**config.mk**
```make
export PLATFORM = sky130hd
export DESIGN_NAME = tmr8_pwm
export DESIGN_NICKNAME = d
export VERILOG_FILES = /design/src/rtl/tmr8_pkg.sv /design/src/rtl/tmr8_prescaler.sv /design/src/rtl/tmr8_regs.sv /design/src/rtl/tmr8_core.sv /design/src/rtl/tmr8_pwm.sv
export SDC_FILE = /design/constraint.sdc
export NUM_CORES = 1
export LEC_CHECK = 0
export ABC_AREA = 1
export BUFFER_PORTS_ARGS = -buffer_cell sky130_fd_sc_hd__buf_2
export CORE_MARGIN = 2
export CORE_UTILIZATION = 30
export DETAILED_ROUTE_END_ITERATION = 7
export GPL_ROUTABILITY_DRIVEN = 0
export HOLD_SLACK_MARGIN = 0.06
export SYNTH_ARGS = -nofsm -noshare
export SYNTH_HDL_FRONTEND = slang
export SYNTH_SLANG_ARGS = --single-unit
```
**constraint.sdc**
```tcl
create_clock -name clk -period 1.5 [get_ports clk]
set_input_delay 0.225 -clock clk [delete_from_list [all_inputs] [get_ports clk]]
set_output_delay 0.225 -clock clk [all_outputs]
set_load 0.02 [all_outputs]
```
**src/rtl/tmr8_pkg.sv**
```systemverilog
package tmr8_pkg;
  localparam int CS_W   = 3;
  localparam int ADDR_W = 3;
  localparam int NFLAG  = 2;
  localparam int F_OVF  = 0;
  localparam int F_CMPA = 1;

  typedef enum logic [1:0] {
    MODE_FREE     = 2'd0,
    MODE_CTC      = 2'd1,
    MODE_PWM_FULL = 2'd2,
    MODE_PWM_A    = 2'd3
  } tmr_mode_e;

  localparam logic [ADDR_W-1:0] A_CTRL = 3'd0;
  localparam logic [ADDR_W-1:0] A_IEN  = 3'd1;
  localparam logic [ADDR_W-1:0] A_CMPA = 3'd2;
  localparam logic [ADDR_W-1:0] A_CMPB = 3'd3;
  localparam logic [ADDR_W-1:0] A_FCLR = 3'd4;
endpackage

```
**src/rtl/tmr8_prescaler.sv**
```systemverilog
module tmr8_prescaler
  import tmr8_pkg::*;
#(
  parameter int PSC_W = 10
) (
  input  logic            clk,
  input  logic            rst_n,
  input  logic [CS_W-1:0] sel,
  output logic            tick
);
  logic [PSC_W-1:0] pcnt_q, pcnt_d, mask;
  logic             running;

  always_comb begin
    running = (sel != '0) && (sel <= CS_W'(5));
    case (sel)
      CS_W'(2): mask = PSC_W'(7);
      CS_W'(3): mask = PSC_W'(63);
      CS_W'(4): mask = PSC_W'(255);
      CS_W'(5): mask = PSC_W'(1023);
      default:  mask = '0;
    endcase
    pcnt_d = running ? pcnt_q + 1'b1 : '0;
    tick   = running && ((pcnt_q & mask) == mask);
  end

  always_ff @(posedge clk or negedge rst_n) begin
    if (!rst_n) pcnt_q <= '0;
    else        pcnt_q <= pcnt_d;
  end
endmodule

```
**src/rtl/tmr8_regs.sv**
```systemverilog
module tmr8_regs
  import tmr8_pkg::*;
#(
  parameter int CNT_W = 8
) (
  input  logic              clk,
  input  logic              rst_n,
  input  logic              wr_en,
  input  logic [ADDR_W-1:0] wr_addr,
  input  logic [CNT_W-1:0]  wr_data,
  output logic [CS_W-1:0]   sel,
  output tmr_mode_e         mode,
  output logic [NFLAG-1:0]  ien,
  output logic [CNT_W-1:0]  cmpa,
  output logic [CNT_W-1:0]  cmpb_buf,
  output logic [NFLAG-1:0]  fclr
);
  logic [CS_W-1:0]  sel_d;
  tmr_mode_e        mode_d;
  logic [NFLAG-1:0] ien_d;
  logic [CNT_W-1:0] cmpa_d, cmpb_d;

  always_comb begin
    sel_d  = sel;
    mode_d = mode;
    ien_d  = ien;
    cmpa_d = cmpa;
    cmpb_d = cmpb_buf;
    fclr   = '0;
    if (wr_en) begin
      case (wr_addr)
        A_CTRL: begin
          sel_d  = wr_data[CS_W-1:0];
          mode_d = tmr_mode_e'(wr_data[CS_W+1:CS_W]);
        end
        A_IEN:   ien_d  = wr_data[NFLAG-1:0];
        A_CMPA:  cmpa_d = wr_data;
        A_CMPB:  cmpb_d = wr_data;
        A_FCLR:  fclr   = wr_data[NFLAG-1:0];
        default: ;
      endcase
    end
  end

  always_ff @(posedge clk or negedge rst_n) begin
    if (!rst_n) begin
      sel      <= '0;
      mode     <= MODE_FREE;
      ien      <= '0;
      cmpa     <= '0;
      cmpb_buf <= '0;
    end else begin
      sel      <= sel_d;
      mode     <= mode_d;
      ien      <= ien_d;
      cmpa     <= cmpa_d;
      cmpb_buf <= cmpb_d;
    end
  end
endmodule

```
**src/rtl/tmr8_core.sv**
```systemverilog
module tmr8_core
  import tmr8_pkg::*;
#(
  parameter int CNT_W = 8
) (
  input  logic             clk,
  input  logic             rst_n,
  input  logic             tick,
  input  tmr_mode_e        mode,
  input  logic [CNT_W-1:0] cmpa,
  input  logic [CNT_W-1:0] cmpb_buf,
  input  logic [NFLAG-1:0] ack,
  input  logic [NFLAG-1:0] fclr,
  output logic [CNT_W-1:0] cnt,
  output logic [CNT_W-1:0] top_val,
  output logic [CNT_W-1:0] cmpb_act,
  output logic [NFLAG-1:0] flags,
  output logic             pwm
);
  logic [CNT_W-1:0] cnt_d, cmpb_act_d;
  logic [NFLAG-1:0] flags_d, set_ev;
  logic             pwm_d, pwm_mode, at_top, wrap;

  always_comb begin
    pwm_mode = mode[1];
    top_val  = mode[0] ? cmpa : '1;
    at_top   = (cnt == top_val);
    wrap     = tick && at_top;
    cnt_d    = tick ? (at_top ? '0 : cnt + 1'b1) : cnt;

    set_ev[F_OVF]  = tick && (cnt == '1);
    set_ev[F_CMPA] = tick && (cnt == cmpa);
    flags_d = set_ev | (flags & ~ack & ~fclr);

    if (!pwm_mode)  cmpb_act_d = cmpb_buf;
    else if (wrap)  cmpb_act_d = cmpb_buf;
    else            cmpb_act_d = cmpb_act;

    if (!pwm_mode)                     pwm_d = 1'b0;
    else if (wrap)                     pwm_d = 1'b1;
    else if (tick && cnt == cmpb_act)  pwm_d = 1'b0;
    else                               pwm_d = pwm;
  end

  always_ff @(posedge clk or negedge rst_n) begin
    if (!rst_n) begin
      cnt      <= '0;
      cmpb_act <= '0;
      flags    <= '0;
      pwm      <= 1'b0;
    end else begin
      cnt      <= cnt_d;
      cmpb_act <= cmpb_act_d;
      flags    <= flags_d;
      pwm      <= pwm_d;
    end
  end
endmodule

```
**src/rtl/tmr8_pwm.sv**
```systemverilog
module tmr8_pwm
  import tmr8_pkg::*;
#(
  parameter int CNT_W = 8,
  parameter int PSC_W = 10
) (
  input  logic              clk,
  input  logic              rst_n,
  input  logic              wr_en,
  input  logic [ADDR_W-1:0] wr_addr,
  input  logic [CNT_W-1:0]  wr_data,
  input  logic              ack_ovf,
  input  logic              ack_cmpa,
  output logic              irq_ovf,
  output logic              irq_cmpa,
  output logic              flag_ovf,
  output logic              flag_cmpa,
  output logic [CNT_W-1:0]  cnt_value,
  output logic              pwm_out
);
  logic [CS_W-1:0]  sel;
  tmr_mode_e        mode;
  logic [NFLAG-1:0] ien, fclr, ack, flags, irq;
  logic [CNT_W-1:0] cmpa, cmpb_buf, cmpb_act, cnt, top_val;
  logic             tick, pwm, pwm_mode;

  tmr8_regs #(.CNT_W(CNT_W)) u_regs (
    .clk(clk), .rst_n(rst_n), .wr_en(wr_en), .wr_addr(wr_addr),
    .wr_data(wr_data), .sel(sel), .mode(mode), .ien(ien), .cmpa(cmpa),
    .cmpb_buf(cmpb_buf), .fclr(fclr)
  );

  tmr8_prescaler #(.PSC_W(PSC_W)) u_psc (
    .clk(clk), .rst_n(rst_n), .sel(sel), .tick(tick)
  );

  tmr8_core #(.CNT_W(CNT_W)) u_core (
    .clk(clk), .rst_n(rst_n), .tick(tick), .mode(mode), .cmpa(cmpa),
    .cmpb_buf(cmpb_buf), .ack(ack), .fclr(fclr), .cnt(cnt),
    .top_val(top_val), .cmpb_act(cmpb_act), .flags(flags), .pwm(pwm)
  );

  always_comb begin
    ack[F_OVF]  = ack_ovf;
    ack[F_CMPA] = ack_cmpa;
    pwm_mode    = mode[1];
    irq         = flags & ien;
    irq_ovf     = irq[F_OVF];
    irq_cmpa    = irq[F_CMPA];
    flag_ovf    = flags[F_OVF];
    flag_cmpa   = flags[F_CMPA];
    cnt_value   = cnt;
    pwm_out     = pwm;
  end
endmodule

```
# Yosys cells after proc, flatten, opt, wreduce, memory -nomap -nowiden

Cells that the tools add are included.

Register bits: 52
Input port bits: 16
Output and inout bits: 13
Word-level logic and storage cells: 58

Add/subtract/negate cells: 2
$lt $le $gt $ge: 1
Equal/unequal tests: 15
Mux-type cells: 11
Bitwise gates (word level): 7
Reductions and logical operators: 12

Operators by type and width:

| cell                  | number |
|---|---|
| $pmux 10 s4           | 1 |
| $mux 8                | 4 |
| $eq 8x8->1            | 3 |
| $eq 3x2->1 const B    | 4 |
| $add 10x1->10 const B | 1 |
| $and 10x10->10        | 1 |
| $eq 10x10->1          | 1 |
| $mux 10               | 1 |
| $eq 3x3->1 const B    | 3 |
| $add 8x1->8 const B   | 1 |
| $eq 8x8->1 const B    | 1 |
| $reduce_and 2->1      | 4 |
| $and 2x2->2           | 3 |
| $logic_and 1x1->1     | 6 |
| $mux 2                | 2 |
| $not 2->2             | 2 |
| $eq 3x1->1 const B    | 1 |
| $le 3x3->1 const B    | 1 |
| $logic_not 3->1       | 1 |
| $mux 1                | 3 |
| $ne 3x1->1 const B    | 1 |
| $reduce_bool 3->1     | 1 |
| $ne 2x1->1 const B    | 1 |
| $or 2x2->2            | 1 |

# Depth between registers and ports, before layout

Gate-level depths: netlist of the first run.

Depth in word-level cells: 9
Mapped depth: 11
Gate-level depth less buffers: 11

# Cells and area by module

Synthesis of the first run repeated with hierarchy kept, for this count alone.

Cells, all modules: 391
Area, all modules: 2,956.6 µm²

Modules (own cells, without submodules):

| module         | times used | cells each | area each (µm²) |
|---|---|---|---|
| tmr8_core      | 1          | 183        | 1,356.3 |
| tmr8_regs      | 1          | 114        | 979.7 |
| tmr8_prescaler | 1          | 90         | 605.6 |
| tmr8_pwm       | 1          | 4          | 15.0 |

# Worst setup path after synthesis of the first run

OpenSTA, ideal clock, no wires.

Path kind: register to register
Start: reg u_core.cnt[7]
End: reg u_core.cmpb_act[0]
Setup time: 0.117 ns
Arrival: 1.388 ns
Setup slack: -0.005 ns
Stages on the path, launching flop included: 11
Period minus slack after synthesis: 1.505 ns
Cell sequence: dfrtp_1 buf_2 inv_1 nand2_1 nand2_2 nor2_2 nand2_2 nor2_8 nand2_8 nand3_1 nand2_1

Cells in the longest elaborated chain, start to end: 3

RTL lines:

| element                  | line            | text |
|---|---|---|
| start: declaration       | tmr8_core.sv:14 | `output logic [CNT_W-1:0] cnt,` |
| start signal: assignment | tmr8_core.sv:52 | `cnt <= cnt_d;` |
| $eq 8x8->1               | tmr8_core.sv:27 | `at_top = (cnt == top_val);` |
| $logic_and 1x1->1        | tmr8_core.sv:28 | `wrap = tick && at_top;` |
| $ne 2x1->1 (no line)     | n/a             |  |
| end signal: assignment   | tmr8_core.sv:53 | `cmpb_act <= cmpb_act_d;` |
| end: declaration         | tmr8_core.sv:16 | `output logic [CNT_W-1:0] cmpb_act,` |

No other way between the ends.
A chain may end at the register's enable or synchronous reset.

# Worst setup path after layout of the first run

Start: reg u_regs.sel[1]
End: reg u_core.cmpb_act[6]

Cells in the longest elaborated chain, start to end: 7
Elaborated cells on any way between the ends: 13
Classes of those cells: 1 x order compare; 6 x eq/ne; 1 x mux; 1 x bitwise; 4 x reduce/logical

RTL lines:

| element                                  | line                 | text |
|---|---|---|
| start: declaration                       | tmr8_regs.sv:11      | `output logic [CS_W-1:0] sel,` |
| start signal: assignment                 | tmr8_regs.sv:53      | `sel <= sel_d;` |
| $eq 3x3->1 or $eq 3x2->1 (tied branches) | tmr8_prescaler.sv:16 | `case (sel)` |
| $pmux 10 s4                              | tmr8_prescaler.sv:16 |  |
| $and 10x10->10                           | tmr8_prescaler.sv:24 | `tick = running && ((pcnt_q & mask) == mask);` |
| $eq 10x10->1                             | tmr8_prescaler.sv:24 |  |
| $logic_and 1x1->1 (*)                    | tmr8_prescaler.sv:24 |  |
| $logic_and 1x1->1 (*)                    | tmr8_core.sv:28      |  |
| $ne 2x1->1 (no line) (*)                 | n/a                  |  |

Mark *: on every way between the ends. The rest lies on a longest branch, timed or not.

==> flow_metrics.tcl, run 1 <==
set metrics [dict create \
    clock-root-buffer "clkbuf_8" \
    dp_hpwl_um 5140 \
    worst_slew_pin_slew_ps 486.6 \
    seqPwrFrac_pct 40.5 \
    cap_violations 0 \
    fmax_mhz 631.0 \
    clkTransAtPathRegs_ps 100 \
    cp-start-kind "flop" \
    power.density_nw_per_um2 1277 \
    status "complete, but fails checks" \
    switchingPower_w 0.001888 \
    wl_per_cell_um 12.31 \
    use_met2_pct 25.30 \
    power.total_w 0.004834 \
    hold_path.class "in2reg" \
    max-vdd-ir-drop_mv 0.4628 \
    yosysWarningCount 0 \
    viasPerCell 4.484 \
    first_global_vias 2480 \
    maxSlewHeadroom_pct 67.56 \
    io_buffers 28 \
    netlist_area_um2 2872 \
    area_growth_pct 31.81 \
    grt.busiest_layer "met2" \
    numCtsBuffers 5 \
    antenna_left 0 \
    hold_viol 0 \
    place_ws_ps -29.69 \
    clock_power_share_pct 17.1 \
    slew_violations 0 \
    pin_count 29 \
    chipWidth_um 101.8 \
    p_int_w 0.002946 \
    totalWireLength_um 7151 \
    setup_viol 15 \
    grt_pass1_wl_um 11750 \
    firstDrtPassIters 5 \
    die_height_um 101.8 \
    synth_cell_types 29 \
    antennaDiodeCount 0 \
    gr-usage-met1_pct 18.59 \
    period_minus_slack_ps 1585 \
    setup_tns_ps -653.3 \
    rows 35 \
    drt-initial-drc-count 109 \
    path_class "reg2reg" \
    combPwrFrac_pct 42.4 \
    grt_max_degree 30 \
    post_synth.cell_area_avg_um2 7.517 \
    power_leakage_nw 1.923 \
    cts.htree.levels 2 \
    vias 2605 \
    gr-usage-met3_pct 3.215 \
    drive_gt1_share_pct 30.09 \
    crit_arrival_ps 1840 \
    max-clock-path-buffers 2 \
    clk_latency_ps 320 \
    violations "setup timing" \
    required_ps 1760 \
    sw_frac_of_total_pct 39.06 \
    setup_ws_ps -84.79 \
    ys_seq_area_share_pct 45.32 \
    end_kind "flop" \
    initial_core_util_pct 30.93 \
    ys_ff_latch 52 \
    core_um2 9284 \
    nNetsFinal 469 \
    drc 0 \
    syn-num-nets 400 \
    fin_crit_sh_pct 105.7 \
    cts_num_sinks 52 \
    synth_cells 382 \
    grt_use_total_pct 14.52 \
    die-area_um2 10370 \
    rsz0062_at_grt "yes" \
    overflow 0 \
    cp_max_fo 8 \
    tritoncts "yes" \
    skew_ps 13.33 \
    antenna_found_initial 0 \
]
[synth_stat cells]
| master | count | area share, % |
|---|---|---|
| inv_1 | 42 | 5.5 |
| a21oi_1 | 3 | 0.52 |
| or2_2 | 1 | 0.22 |
| clkbuf_2 | 1 | 0.17 |
| nand2_2 | 4 | 0.87 |
| nand3_1 | 28 | 4.9 |
| o21ai_0 | 46 | 8.0 |
| nand4_1 | 4 | 0.87 |
| buf_6 | 2 | 0.78 |
| clkbuf_1 | 3 | 0.39 |
| a21boi_1 | 1 | 0.26 |
| nor2_2 | 5 | 1.1 |
| nand3_2 | 3 | 1.0 |
| xor2_1 | 9 | 2.7 |
| nor3b_1 | 1 | 0.26 |
| nor2_8 | 1 | 0.70 |
| dfrtp_1 | 52 | 45 |
| o211ai_2 | 1 | 0.44 |
| nand2_1 | 125 | 16 |
| buf_4 | 1 | 0.26 |
| nor2_1 | 30 | 3.9 |
| nor3_1 | 4 | 0.70 |
| inv_2 | 3 | 0.39 |
| nand2_8 | 2 | 1.4 |
| buf_2 | 4 | 0.70 |
| ha_1 | 2 | 0.87 |
| buf_8 | 1 | 0.52 |
| xnor2_1 | 1 | 0.31 |
| nand3b_1 | 2 | 0.52 |
[power by group through the flow]
| stage | clock network, W | registers [W] | logic, W |
|---|---|---|---|
| CTS | 0.000841 | 0.00193 | 0.00187 |
| global placement | 0 | 0.00195 | 0.00165 |
| finish | 0.000827 | 0.00196 | 0.00205 |
| detailed placement | 0 | 0.00195 | 0.00167 |
| floorplan | 0 | 0.00194 | 0.00101 |
| global route | 0.000906 | 0.00200 | 0.00229 |
[registers in the layout, summed over array words and instances, names as in the netlist]
signal           count
u_core.cmpb_act      8
u_core.flags         2
u_regs.cmpa          8
u_regs.sel           3
u_regs.ien           2
u_core.pwm           1
u_core.cnt           8
u_regs.mode          2
u_regs.cmpb_buf      8
u_psc.pcnt_q        10
[critical path, cell delays in order, from the launching register on]
cell and delay [ps]:
dfrtp_1 440, buf_6 140, o211ai_2 180, nand2_2 90, nor2_4 200, buf_12 170
nand2_8 70, nand2_8 100, nand2_1 70, nand2_1 50
[metal layers]
| metal | wire length (um) | share of wire, % | vias up |
|---|---|---|---|
| met5 | 0 | 0 | - |
| met3 | 327 | 4.6 | 9 |
| li1 | - | - | 1345 |
| met1 | 3307 | 46 | 1203 |
| met2 | 3400 | 48 | 48 |
| met4 | 116 | 1.6 | 0 |
[stage by stage]
step                      hold slack, ps  instances  utilization [%]  cell area, um^2
after CTS                          84.14        578            38.87             3608
after global placement             164.3        564            36.56             3395
after floorplan                   -70.59        382                -             2874
final                              71.81        581            40.77             3785
after detailed placement           168.9        564            36.56             3395
after global routing               62.52        581            40.77             3785
[worst paths after layout]
kind	start	to	slack [ps]	cells after the start
setup / recovery	u_regs.sel[1]	u_core.cmpb_act[6]	-80	9
hold / removal	ack_cmpa	u_core.flags[1]	70	2
setup reg to reg	u_regs.sel[1]	u_core.cmpb_act[6]	-80	9
hold reg to reg	u_psc.pcnt_q[0]	u_psc.pcnt_q[0]	480	1
max in group asynchronous	rst_n	u_core.cnt[5]	630	3
min in group asynchronous	rst_n	u_psc.pcnt_q[6]	350	2
[placed cells by master (no fill, tap or decap), types with 2 or more instances in the layout]
cell type,synthesis,routed
dfrtp_1,52,47
o21ai_1,0,3
nand2_1,125,110
nor3_2,0,2
nand3_4,0,2
nand2_4,0,3
buf_4,1,31
inv_2,3,3
nor2_1,30,29
clkbuf_8,0,5
dlygate4sd3_1,0,2
a21oi_1,3,3
inv_1,42,42
nand4_1,4,4
nand3b_1,2,2
o21ai_0,46,37
buf_2,4,28
nand2_2,4,17
nand2_8,2,2
buf_12,0,2
dfrtp_2,0,5
ha_1,2,2
nor2_4,0,3
nand3_2,3,7
xor2_1,9,8
buf_6,2,8
nor2_2,5,3
nand3_1,28,22
nor3_1,4,2
o21ai_2,0,6
[final cells by class]
type | instances | area [um^2]
Multi-Input combinational cell | 274 | 1485
Clock buffer | 6 | 72.57
Tap cell | 129 | 161.4
Clock inverter | 2 | 13.76
Timing Repair Buffer | 73 | 575.6
Sequential cell | 52 | 1308
Fill cell | 979 | 5499
Inverter | 45 | 168.9
[cell families (layout without fill, tap and decap cells)]
group	count (synthesis)	in the layout	share of synthesized area, %
and+or+nand+nor	210	211	32.81
xor gates and xnor gates	10	10	3.050
DFF	52	52	45.32
buffers and inverters	57	126	8.714
adders and majority gates	2	2	0.8713
AOI/OAI and AO/OA	51	51	9.237
[timing repair]
action | 4_1_cts | 5_1_grt
buffers inserted | 2 | 2
pin swaps | 6 | 16
hold buffers | 1 | 1
resized for setup | 9 | 54
cloned | 3 | 1
setup endpoints to repair | 12 | 20
endpoints found under the hold margin | 14 | 1
Note: power is estimated with default switching activity, not from simulation.
==> run 2, diff against run 1 <==
- CORE_ASPECT_RATIO: default -> 1.5
==> run 2 against run 1 <==
Against the previous run: the flow still finishes with violations (setup timing); power increased by 7.5%; non-clock buffer count is 11 higher; setup slack worse by 69 ps; sequential power is essentially flat; combinational power up 2%; clock skew down 3.9 ps; final cell count down 1.0%; sequential share of layout area down 0.63 points; global-route usage up 1.1 points; critical endpoint is now u_core.cmpb_act[7].
==> flow_metrics.tcl, run 2 (synthesized netlist as in run 1, its figures left out) <==
set metrics [dict create \
    cp_slowest_stage_delay_ps 450 \
    antennaDiodeCount 0 \
    regMostFlops "u_psc.pcnt_q" \
    cpMostUsedCell "nand2_2" \
    grt.busiest_layer "met2" \
    violations "setup timing" \
    utilization_pct 41.38 \
    core_um2 9308 \
    grt_max_degree 37 \
    wl_per_cell_um 13.25 \
    initial_core_util_pct 30.85 \
    largest_reg_flops 10 \
    r2r_start "u_regs.mode[0]" \
    crit_arrival_ps 1880 \
    die_height_um 123.8 \
    cp_max_fo 8 \
    clock-root-buffer "clkbuf_16" \
    grt_use_total_pct 15.62 \
    r2r_cells 12 \
    slew_violations 0 \
    hold_viol 0 \
    drive_gt1_share_pct 30.89 \
    numCtsBuffers 5 \
    first_global_vias 2728 \
    firstDrtPassIters 4 \
    place_ws_ps -169.8 \
    drt-initial-drc-count 92 \
    cts.htree.levels 2 \
    finalInstanceArea_um2 3851 \
    viasPerCell 4.706 \
    nNetsFinal 480 \
    maxSlewHeadroom_pct 68.58 \
    status "complete, but fails checks" \
    gr-usage-met1_pct 16.11 \
    setup_viol 15 \
    worst_slew_pin_slew_ps 471.3 \
    power.density_nw_per_um2 1350 \
    max-clock-path-buffers 2 \
    chipWidth_um 83.88 \
    max-vdd-ir-drop_mv 0.7839 \
    dp_hpwl_um 5486 \
    clk_latency_ps 300 \
    setup_ws_ps -153.8 \
    cts_num_sinks 52 \
    tritoncts "yes" \
    whs_ps 96.40 \
    io_buffers 28 \
    pin_count 29 \
    rsz0062_at_grt "yes" \
    final_cell_mix "nand2_1 (105), dfrtp_1 (48), buf_4 (44), inv_1 (42), o21ai_0 (36)" \
    crit_chain "buf_6 -> buf_6 -> nand3_2 -> nand2_2 -> nor2_2 -> buf_4 -> nand2_4 -> nor2_8 -> nand2_8 -> nand2_8 -> nand2_2 -> nand2_2" \
    totalWireLength_um 7616 \
    crit_slowest_cell "dfrtp_2" \
    cap_violations 0 \
    rr_endpoint "u_core.cmpb_act[7]" \
    skew_ps 9.402 \
    placed_area_um2 3426 \
    grt_pass1_wl_um 12700 \
    end_kind "flop" \
    layout_commonest_cell "nand2_1" \
    antenna_found_initial 0 \
    gr-usage-met3_pct 3.115 \
    overflow 0 \
    drc 0 \
    use_met2_pct 29.20 \
    path_class "reg2reg" \
    power_leakage_nw 1.993 \
    rrSetupSlack_ps -150 \
    antenna_left 0 \
    hold_path.class "in2reg" \
    period_minus_slack_ps 1654 \
    crit_end "u_core.cmpb_act[7]" \
    rows 43 \
    crit_start "u_regs.mode[0]" \
    fmax_mhz 604.7 \
    cp-start-kind "flop" \
    fin_crit_sh_pct 110.3 \
    required_ps 1730 \
    die-area_um2 10390 \
    clkTransAtPathRegs_ps 70 \
    vias 2706 \
    area_growth_pct 34.12 \
]
-- run 2: changes by cell type in the layout (fill, tap and decap cells not counted), moves of 2 or more --
cell and change:
o21ai_1 +6, buf_4 +13, clkbuf_8 -5, nand3_4 -2, nand2_2 +4, nand2_1 -5, o21ai_2 -5, clkbuf_16 +4
-- run 2: critical path: cells and delay by family (launching register included) --
kind,cells,cell delay [ps]
simple gates,9,750
flops,1,450
buf+inv,3,380
-- run 2: how the worst min path moves through the flow --
stage / start / to / depth (start not counted)
global placement: rst_n / u_regs.cmpa[6] / 1
floorplan: rst_n / u_core.cmpb_act[0] / 0
finish: ack_ovf / u_core.flags[0] / 2
detailed placement: rst_n / u_regs.cmpa[6] / 1
global route: ack_cmpa / u_core.flags[1] / 2
CTS: ack_cmpa / u_core.flags[1] / 2
-- run 2: metrics by stage --
step                      cells  TNS (ps)  total power (W)
after floorplan             382         0         0.002943
after global placement      554     -1589         0.003633
after detailed placement    554     -2247         0.003660
after CTS                   570     -2119         0.005099
after global routing        575     -2962         0.005589
final                       575     -1445         0.005197
-- run 2: what timing repair did --
action / CTS / global route
endpoints found under the hold margin: 16 / 0
setup buffers: 5 / 5
gates cloned: 3 / 0
resized for setup: 38 / 22
pin swaps: 17 / 8
endpoints found under the setup margin: 19 / 20
hold buffers: 1 / 0
-- run 2: metal layers --
metal,up-vias,wire length [um]
met2,39,4236
met3,18,223
met4,0,357
li1,1364,-
met5,-,0
met1,1285,2798
-- run 2: power by group --
group	internal (W)	switching [W]	total, W
logic	0.000982	0.00112	0.00210
registers	0.00167	0.000293	0.00196
clock network	0.000624	0.000512	0.00114
-- run 2: layout make-up --
type | instances | area (um^2)
Tap cell | 112 | 140.1
Clock inverter | 1 | 8.758
Sequential cell | 52 | 1306
Inverter | 45 | 168.9
Fill cell | 962 | 5456
Multi-Input combinational cell | 274 | 1456
Clock buffer | 7 | 132.6
Timing Repair Buffer | 84 | 638.1
